### src/rtl/yuvmat_pkg.sv
package yuvmat_pkg;

    localparam int NUM_ROWS = 3;
    localparam int NUM_COLS = 4;
    localparam int NUM_ENT  = NUM_ROWS * NUM_COLS;

    typedef enum logic [1:0] {
        ROW_G = 2'd0,
        ROW_R = 2'd1,
        ROW_B = 2'd2
    } row_e;

    typedef enum logic [1:0] {
        COL_Y = 2'd0,
        COL_U = 2'd1,
        COL_V = 2'd2,
        COL_K = 2'd3
    } col_e;

    // Standard-definition conversion, weights x1024, offsets x16
    function automatic logic [15:0] default_entry(input int idx);
        logic [15:0] val;
        unique case (idx)
            0:       val = 16'h04A7;
            1:       val = 16'h1E6F;
            2:       val = 16'h1CBF;
            3:       val = 16'h0877;
            4:       val = 16'h04A7;
            5:       val = 16'h0000;
            6:       val = 16'h0662;
            7:       val = 16'h3211;
            8:       val = 16'h04A7;
            9:       val = 16'h0812;
            10:      val = 16'h0000;
            11:      val = 16'h2EB1;
            default: val = 16'h0000;
        endcase
        return val;
    endfunction

endpackage

### src/rtl/yuvmat_coef_bank.sv
module yuvmat_coef_bank
    import yuvmat_pkg::*;
#(
    parameter int CW   = 13,
    parameter int KW   = 14,
    parameter int IDXW = 4
) (
    input  logic                               clk,
    input  logic                               rst_n,
    input  logic                               wr_en,
    input  logic [IDXW-1:0]                    wr_idx,
    input  logic [KW-1:0]                      wr_data,
    output logic [NUM_ROWS-1:0][2:0][CW-1:0]   weight_o,
    output logic [NUM_ROWS-1:0][KW-1:0]        offset_o
);

    logic [KW-1:0] entry_q [NUM_ENT];

    for (genvar e = 0; e < NUM_ENT; e++) begin : g_entry
        localparam logic [15:0] DFLT = default_entry(e);
        always_ff @(posedge clk) begin
            if (!rst_n) begin
                entry_q[e] <= DFLT[KW-1:0];
            end else if (wr_en && (wr_idx == IDXW'(e))) begin
                entry_q[e] <= wr_data;
            end
        end
    end

    for (genvar r = 0; r < NUM_ROWS; r++) begin : g_row
        for (genvar c = 0; c < 3; c++) begin : g_col
            assign weight_o[r][c] = entry_q[r*NUM_COLS + c][CW-1:0];
        end
        assign offset_o[r] = entry_q[r*NUM_COLS + int'(COL_K)];
    end

endmodule

### src/rtl/yuvmat_row.sv
module yuvmat_row #(
    parameter int DW = 8,
    parameter int CW = 13,
    parameter int CF = 10,
    parameter int KW = 14,
    parameter int KF = 4
) (
    input  logic                clk,
    input  logic                rst_n,
    input  logic                adv,
    input  logic [DW-1:0]       smp_y,
    input  logic [DW-1:0]       smp_u,
    input  logic [DW-1:0]       smp_v,
    input  logic [2:0][CW-1:0]  weight,
    input  logic [KW-1:0]       offset,
    output logic [DW-1:0]       chan
);

    localparam int PW  = DW + 1 + CW;
    localparam int SW  = PW + 4;
    localparam int SH  = CF - KF;
    localparam logic signed [SW-1:0] RND  = SW'(1) <<< (CF - 1);
    localparam logic signed [SW-1:0] MAXV = SW'((1 << DW) - 1);

    // stage 1: products
    logic signed [PW-1:0] prod_q [3];
    logic signed [SW-1:0] koff_q;
    // stage 2: rounded sum
    logic signed [SW-1:0] sum_q;

    logic signed [DW:0]   smp_s [3];
    logic signed [SW-1:0] shifted;

    assign smp_s[0] = signed'({1'b0, smp_y});
    assign smp_s[1] = signed'({1'b0, smp_u});
    assign smp_s[2] = signed'({1'b0, smp_v});

    for (genvar c = 0; c < 3; c++) begin : g_mul
        always_ff @(posedge clk) begin
            if (!rst_n) begin
                prod_q[c] <= '0;
            end else if (adv) begin
                prod_q[c] <= PW'(smp_s[c]) * PW'(signed'(weight[c]));
            end
        end
    end

    always_ff @(posedge clk) begin
        if (!rst_n) begin
            koff_q <= '0;
        end else if (adv) begin
            koff_q <= SW'(signed'(offset)) <<< SH;
        end
    end

    always_ff @(posedge clk) begin
        if (!rst_n) begin
            sum_q <= '0;
        end else if (adv) begin
            sum_q <= SW'(prod_q[0]) + SW'(prod_q[1]) + SW'(prod_q[2]) + koff_q + RND;
        end
    end

    assign shifted = sum_q >>> CF;

    always_ff @(posedge clk) begin
        if (!rst_n) begin
            chan <= '0;
        end else if (adv) begin
            if (shifted < 0) begin
                chan <= '0;
            end else if (shifted > MAXV) begin
                chan <= MAXV[DW-1:0];
            end else begin
                chan <= shifted[DW-1:0];
            end
        end
    end

endmodule

### src/rtl/yuvmat_flow.sv
module yuvmat_flow #(
    parameter int STAGES = 3
) (
    input  logic clk,
    input  logic rst_n,
    input  logic in_valid,
    input  logic out_ready,
    output logic adv,
    output logic in_ready,
    output logic out_valid
);

    logic [STAGES-1:0] occ_q;

    assign out_valid = occ_q[STAGES-1];
    assign adv       = !occ_q[STAGES-1] || out_ready;
    assign in_ready  = adv;

    always_ff @(posedge clk) begin
        if (!rst_n) begin
            occ_q <= '0;
        end else if (adv) begin
            occ_q <= {occ_q[STAGES-2:0], in_valid};
        end
    end

endmodule

### src/rtl/yuvmat_top.sv
module yuvmat_top
    import yuvmat_pkg::*;
#(
    parameter int DW   = 8,
    parameter int CW   = 13,
    parameter int CF   = 10,
    parameter int KW   = 14,
    parameter int KF   = 4,
    parameter int IDXW = 4
) (
    input  logic             clk,
    input  logic             rst_n,
    input  logic             cfg_we,
    input  logic [IDXW-1:0]  cfg_idx,
    input  logic [KW-1:0]    cfg_data,
    input  logic             in_valid,
    output logic             in_ready,
    input  logic [DW-1:0]    in_y,
    input  logic [DW-1:0]    in_u,
    input  logic [DW-1:0]    in_v,
    output logic             out_valid,
    input  logic             out_ready,
    output logic [DW-1:0]    out_r,
    output logic [DW-1:0]    out_g,
    output logic [DW-1:0]    out_b
);

    localparam int STAGES = 3;

    logic                             adv;
    logic [NUM_ROWS-1:0][2:0][CW-1:0] weight;
    logic [NUM_ROWS-1:0][KW-1:0]      offset;
    logic [NUM_ROWS-1:0][DW-1:0]      chan;

    yuvmat_coef_bank #(.CW(CW), .KW(KW), .IDXW(IDXW)) u_bank (
        .clk      (clk),
        .rst_n    (rst_n),
        .wr_en    (cfg_we),
        .wr_idx   (cfg_idx),
        .wr_data  (cfg_data),
        .weight_o (weight),
        .offset_o (offset)
    );

    yuvmat_flow #(.STAGES(STAGES)) u_flow (
        .clk       (clk),
        .rst_n     (rst_n),
        .in_valid  (in_valid),
        .out_ready (out_ready),
        .adv       (adv),
        .in_ready  (in_ready),
        .out_valid (out_valid)
    );

    for (genvar r = 0; r < NUM_ROWS; r++) begin : g_row
        yuvmat_row #(.DW(DW), .CW(CW), .CF(CF), .KW(KW), .KF(KF)) u_row (
            .clk    (clk),
            .rst_n  (rst_n),
            .adv    (adv),
            .smp_y  (in_y),
            .smp_u  (in_u),
            .smp_v  (in_v),
            .weight (weight[r]),
            .offset (offset[r]),
            .chan   (chan[r])
        );
    end

    assign out_g = chan[int'(ROW_G)];
    assign out_r = chan[int'(ROW_R)];
    assign out_b = chan[int'(ROW_B)];

endmodule

### config.mk
export PLATFORM = sky130hd
export DESIGN_NAME = yuvmat_top
export DESIGN_NICKNAME = d
export VERILOG_FILES = /design/src/rtl/yuvmat_pkg.sv /design/src/rtl/yuvmat_coef_bank.sv /design/src/rtl/yuvmat_row.sv /design/src/rtl/yuvmat_flow.sv /design/src/rtl/yuvmat_top.sv
export SDC_FILE = /design/constraint.sdc
export NUM_CORES = 2
export LEC_CHECK = 0
export BUFFER_PORTS_ARGS = -buffer_cell sky130_fd_sc_hd__buf_2
export CAP_MARGIN = 20
export CORE_MARGIN = 3
export CORE_UTILIZATION = 50
export CTS_CLUSTER_SIZE = 40
export DETAILED_ROUTE_END_ITERATION = 16
export GPL_TIMING_DRIVEN = 0
export PLACE_DENSITY = 0.68
export REMOVE_ABC_BUFFERS = 1
export SLEW_MARGIN = 20
export SYNTH_ARGS = -nofsm -noshare
export SYNTH_HDL_FRONTEND = slang
export SYNTH_SLANG_ARGS = --single-unit
### constraint.sdc
create_clock -name clk -period 9 [get_ports clk]
set_input_delay 1.35 -clock clk [delete_from_list [all_inputs] [get_ports clk]]
set_output_delay 1.35 -clock clk [all_outputs]
set_load 0.05 [all_outputs]
# Word level (Yosys, flattened, before mapping)
# Memories as Yosys holds them, arrays and structs flattened. A register that Yosys moved wholly into a read port is not among the register bits.
# Cells that the tools add are included.
op_classes:
  magnitude_cmp: 6
  bitwise: 21
  mux: 67
  n_mul: 9
  n_eq_ne: 11
  n_reduce_logical: 18
  add_sub_neg: 12
op_table:
  columns: ["operator", "n"]
  rows:
  - ["multiplier 9 x 13 -> 22 bit", 9]
  - ["2-to-1 mux 22 bit", 9]
  - ["2-to-1 mux 14 bit", 12]
  - ["adder 26 x 11 -> 26 bit, second input constant", 3]
  - ["adder 26 x 20 -> 26 bit", 3]
  - ["adder 23 x 22 -> 24 bit", 3]
  - ["adder 22 x 22 -> 23 bit", 3]
  - ["> comparator 16 x 9 -> 1 bit, second input constant", 3]
  - ["less-than comparator 16 x 1 -> 1 bit, second input constant", 3]
  - ["2-to-1 mux 8 bit", 6]
  - ["2-to-1 mux 1 bit", 40]
  - ["OR 1 bit", 21]
  - ["equality test 4 x 3 -> 1 bit, second input constant", 4]
  - ["equality test 4 bit, second input constant", 4]
  - ["logical AND 1 bit", 12]
  - ["equality test 4 x 2 -> 1 bit, second input constant", 2]
  - ["equality test 4 x 1 -> 1 bit, second input constant", 1]
  - ["logical NOT 1 bit", 4]
  - ["logical NOT 4 bit", 1]
  - ["logical OR 1 bit", 1]
totals:
  ram_bits: 366
  wordCells: 155
  output_inout_bits: 26
  register_bits: 105
  n_memories: 4
mem_list:
  columns: ["memory", "words", "word_bits", "read_ports", "rd_ports_with_merged_regs", "write_ports", "line_no", "rtl"]
  rows:
  - ["u_bank.entry_q", 12, 14, 12, 3, 12, "yuvmat_coef_bank.sv:17", "logic [KW-1:0] entry_q [NUM_ENT];"]
  - ["g_row[0].u_row.prod_q", 3, 22, 3, 0, 3, "yuvmat_row.sv:26", "logic signed [PW-1:0] prod_q [3];"]
  - ["g_row[1].u_row.prod_q", 3, 22, 3, 0, 3, "yuvmat_row.sv:26", null]
  - ["g_row[2].u_row.prod_q", 3, 22, 3, 0, 3, "yuvmat_row.sv:26", null]

# Logic depth before layout (Yosys ltp)
depth:
  ltp_word: 6
  depth_mapped: 24

# Modules after synthesis
# A second synthesis with hierarchy kept.
unflattened:
  hier_cells: 6231
  area_unflattened_um2: 59170.5
modules_own_cells:
  columns: ["module", "n_inst", "area_each_um2", "cells_per_inst"]
  rows:
  - ["yuvmat_row at g_row[1].u_row", 1, 17683.2, 1971]
  - ["yuvmat_row at g_row[0].u_row", 1, 17583.1, 1925]
  - ["yuvmat_row at g_row[2].u_row", 1, 17568.1, 1912]
  - ["yuvmat_coef_bank", 1, 6212.2, 411]
  - ["yuvmat_flow", 1, 123.9, 12]

# Least setup slack after synthesis
# OpenSTA, ideal clock, no wires.
synth_timing:
  path_type: "in2reg"
  start: "input port rst_n"
  end: "memory g_row[0].u_row.prod_q[0][0] (netlist bit) (enable)"
  arrival_ns: 5.765
  path_slack_ns: 2.686
  path_stages: 5
  path_buffers: 2
  path_cell_list: "clkbuf_1 -> inv_1 -> nor2_1 -> clkbuf_1 -> inv_1"
synth_rtl:
  columns: ["item", "line_no", "rtl"]
  rows:
  - ["start: declaration", "yuvmat_top.sv:12", "input logic rst_n,"]
  - ["end: declaration", "yuvmat_row.sv:26", null]

==> results.md <==
- Status: finished, final reports clean
- Die W: 345.1 um
- Root Buffer Master: clkbuf_16
- Leakage: 0.03024 uW
- Die H: 345.1 um
- Vias: 40590
- Area leader, netlist: fa_1
- Hold path start: g_row[1].u_row.sum_q[15]
- Die area: about 0.12 sq mm
- Start point of the critical path: in_v[0]
- Post-route DRC: 0
- Minimum clock period: 6.570 ns
- Vias in the first global route: 42790
- Worst VDD drop: 0.2145 mV
- Num CTS Buffers: 56
- Placement Setup Slack: about 1.8 ns
- Most common cell after layout, fill and taps aside: inv_1
- Most used DFF post-synth: edfxtp_1
- Syn avg cell area: 9.546 sq um
- Initial core utilization: 50.77%
- RSZ-0062 raised after global routing: no
- TritonRoute pass-1 iters: 5
- Peak Freq: 0.1522 GHz
- IO Port Bufs: 72
- Register area: 0.01306 sq mm
- Mapped Area: 0.05750 sq mm
- Min-delay worst type: reg2reg
- Max-slew headroom: 35.26%
- Core area: about 0.11 sq mm
- Layout cells sized above 1: 3.883%
- I/O pins: 73
- Switching pwr: 10750 uW
- Top-area cell type share of the netlist area: 28.51%
- Post-CTS resize count: 0
- GR Layer Usage met3: 3.862%
- Startpoint types: primary input
- Clock Power Share: 11.2%
- Post-CTS setup buffers: 0
- # nets final: 7408
- Comb pwr share: 72.6%
- Fin. Hold Viols: 0
- Vias per std cell: 5.377
- P per Cell Area: between 300 and 400 mW/mm^2
- Met2 usage: 42.43%
- Largest net degree at the start of global routing: 78
- Worst reg2reg path startpoint: g_row[2].u_row.prod_q[2][5]
- Flop pwr share: 16.2%
- Clock-pin slew on the worst setup and hold paths: 0.06 ns
- Synth unique cells: 72
- Worst R2R End: g_row[2].u_row.sum_q[25]
- Final Instance Area: 0.06153 sq mm
- Clock Latency Late Sink: 0.65 ns
- Busiest grt layer: met2
- WL/cell: 18.55 um
- Top cells by area, synth: fa_1 29%, edfxtp_1 19%, ha_1 12%
- Register area share after synthesis: 22.72%
- Final hold slack: around 0.45 ns
- Fin Setup TNS: 0 ns
- Drt total wl: between 100000 and 150000 um
- Met1 Resource Use GR: 29.66%
- Most frequent cells in the layout: 1150 x inv_1, 819 x fa_1, 675 x and2_1
- Dpl cell area: 0.05947 sq mm
- Measured slew at the worst slew-check pin: 0.9711 ns
- Net Sw Frac: 48.23%
- Synth Instances: around 6000
- Post-synth ARST share: 0%
- CTS Sinks: 474
- CP max FO: 39
- Setup slack after layout: about 2.4 ns
- Initial antenna violation count: 16
- Maxcap violations: 0
- Endpoints failing setup: 0
- Final ANT Viol Nets: 0
- Initial DRC count: 2690
- Flops & latches, synth: 474
- H-tree levels: 2
- Post-route clock skew: between 0.02 and 0.03 ns
- CP Class: in2reg
- Yosys warnings: 0
- Period utilization: 73.00%
- Slew Viols, Final: 0
- Hold Buf Count CTS: 0
- Row count: 123
- Worst setup EP type: flip-flop
- Total area of multi-input combinational cells: 0.03944 sq mm
- Worst R2R Setup Slack: between 3 and 4 ns
- Int Power: 11540 uW
- Crit path required time: 9.36 ns
- Post-DP HPWL: 105600 um
- CTS Buffer Depth: 3
- GR Overflow Total: 0
- First-pass GRT wire length: 227800 um
- Routability cong.: 0.8397
- Fill cells: 10180
- Hold Crit Depth: 2
- Hold EP: g_row[1].u_row.sum_q[15]
- EDFF count, synth: 357
- GRT Overall Usage: 23.91%
- CP arrival: 6.93 ns
- R2R depth: 21
- Area Overhead vs Synth: 7.006%
- CTS tree: built
-- power groups by stage --
stage / logic (uW) / clock network, uW / registers [uW]
finish: 16200 / 2490 / 3620
global route: 18400 / 2610 / 3680
CTS: 16300 / 2530 / 3640
detailed placement: 16100 / 0 / 3680
global placement: 15700 / 0 / 3710
floorplan: 12300 / 0 / 3610
-- state kept, by name, summed over array words and instances (netlist names) --
signal              cells
g_row.u_row.prod_q    198
u_flow.occ_q            3
g_row.u_row.chan       24
u_bank.entry_q        159
g_row.u_row.sum_q      48
g_row.u_row.koff_q     42
-- synth_stat cells, types with 26 or more instances --
| cell | n |
|---|---|
| a21o_1 | 75 |
| a21oi_1 | 227 |
| and2_1 | 675 |
| and3_1 | 67 |
| clkbuf_1 | 177 |
| dfxtp_1 | 117 |
| edfxtp_1 | 357 |
| fa_1 | 819 |
| ha_1 | 564 |
| inv_1 | 1153 |
| nand2_1 | 591 |
| nand2b_1 | 33 |
| nand3_1 | 50 |
| nor2_1 | 257 |
| nor2b_1 | 41 |
| nor3_1 | 112 |
| o21a_1 | 26 |
| o21ai_0 | 124 |
| or3_1 | 89 |
| xnor2_1 | 118 |
| xor2_1 | 83 |
-- per-stage QoR --
stage | cells | util, % | power, uW
floorplan | 5828 | - | 15910
global placement | 7400 | 52.09 | 19390
detailed placement | 7420 | 52.51 | 19760
CTS | 7526 | 54.27 | 22430
global route | 7530 | 54.28 | 24730
finish | 7549 | 54.32 | 22290
-- worst max-delay path by stage --
| stage | end | slack, ns | depth (start not counted) |
|---|---|---|---|
| final | g_row[2].u_row.prod_q[2][19] | 2.43 | 18 |
| after global routing | g_row[2].u_row.prod_q[2][19] | 2.02 | 18 |
| after CTS | g_row[2].u_row.prod_q[2][19] | 2.49 | 18 |
| after detailed placement | g_row[0].u_row.prod_q[2][21] | 1.82 | 18 |
| after global placement | g_row[0].u_row.prod_q[2][15] | -17.36 | 5 |
| after floorplan | g_row[0].u_row.prod_q[0][0] | -4.60 | 4 |
-- critical path, stage by stage --
cell,delay [ns]
buf_2,0.68
nand2_1,0.18
fa_1,0.58
inv_1,0.06
fa_1,0.54
inv_1,0.07
fa_1,0.55
inv_1,0.05
fa_1,0.43
ha_1,0.34
o21a_1,0.20
o21ai_0,0.14
a21oi_1,0.09
o41ai_1,0.51
a21boi_0,0.24
a211oi_1,0.48
xor2_1,0.34
nor2_1,0.07
-- layer usage --
layer	share of wire, %	vias up	routed length (um)
met5	0.0093	-	13
met4	3.1	2	4293
met3	6.4	223	8921
met2	51	1038	70800
met1	40	20340	56010
li1	-	18990	-
-- cell type report --
| class | count | area share, % |
|---|---|---|
| Timing Repair Buffer | 92 | 1.216 |
| Sequential cell | 474 | 21.23 |
| Multi-Input combinational cell | 4201 | 64.10 |
| Tap cell | 1500 | 3.050 |
| Inverter | 1153 | 7.062 |
| Clock inverter | 39 | 0.8052 |
| Antenna cell | 23 | 0.09354 |
| Clock buffer | 67 | 2.444 |
-- logic make-up (layout without fill, tap and decap cells) --
kind of cell	Yosys count	count (layout)	synth area share [%]
multiplexers	5	5	0.09573
AO/OA/AOI/OAI	615	615	6.702
XOR/XNOR	201	201	3.061
adder cells (fa/ha/maj)	1383	1383	40.79
flip-flops	474	474	22.72
buffers and inverters	1349	1351	8.806
other	0	23	0
AND/OR/NAND/NOR	1997	1997	17.83
Power figures use the tool's default switching activity.
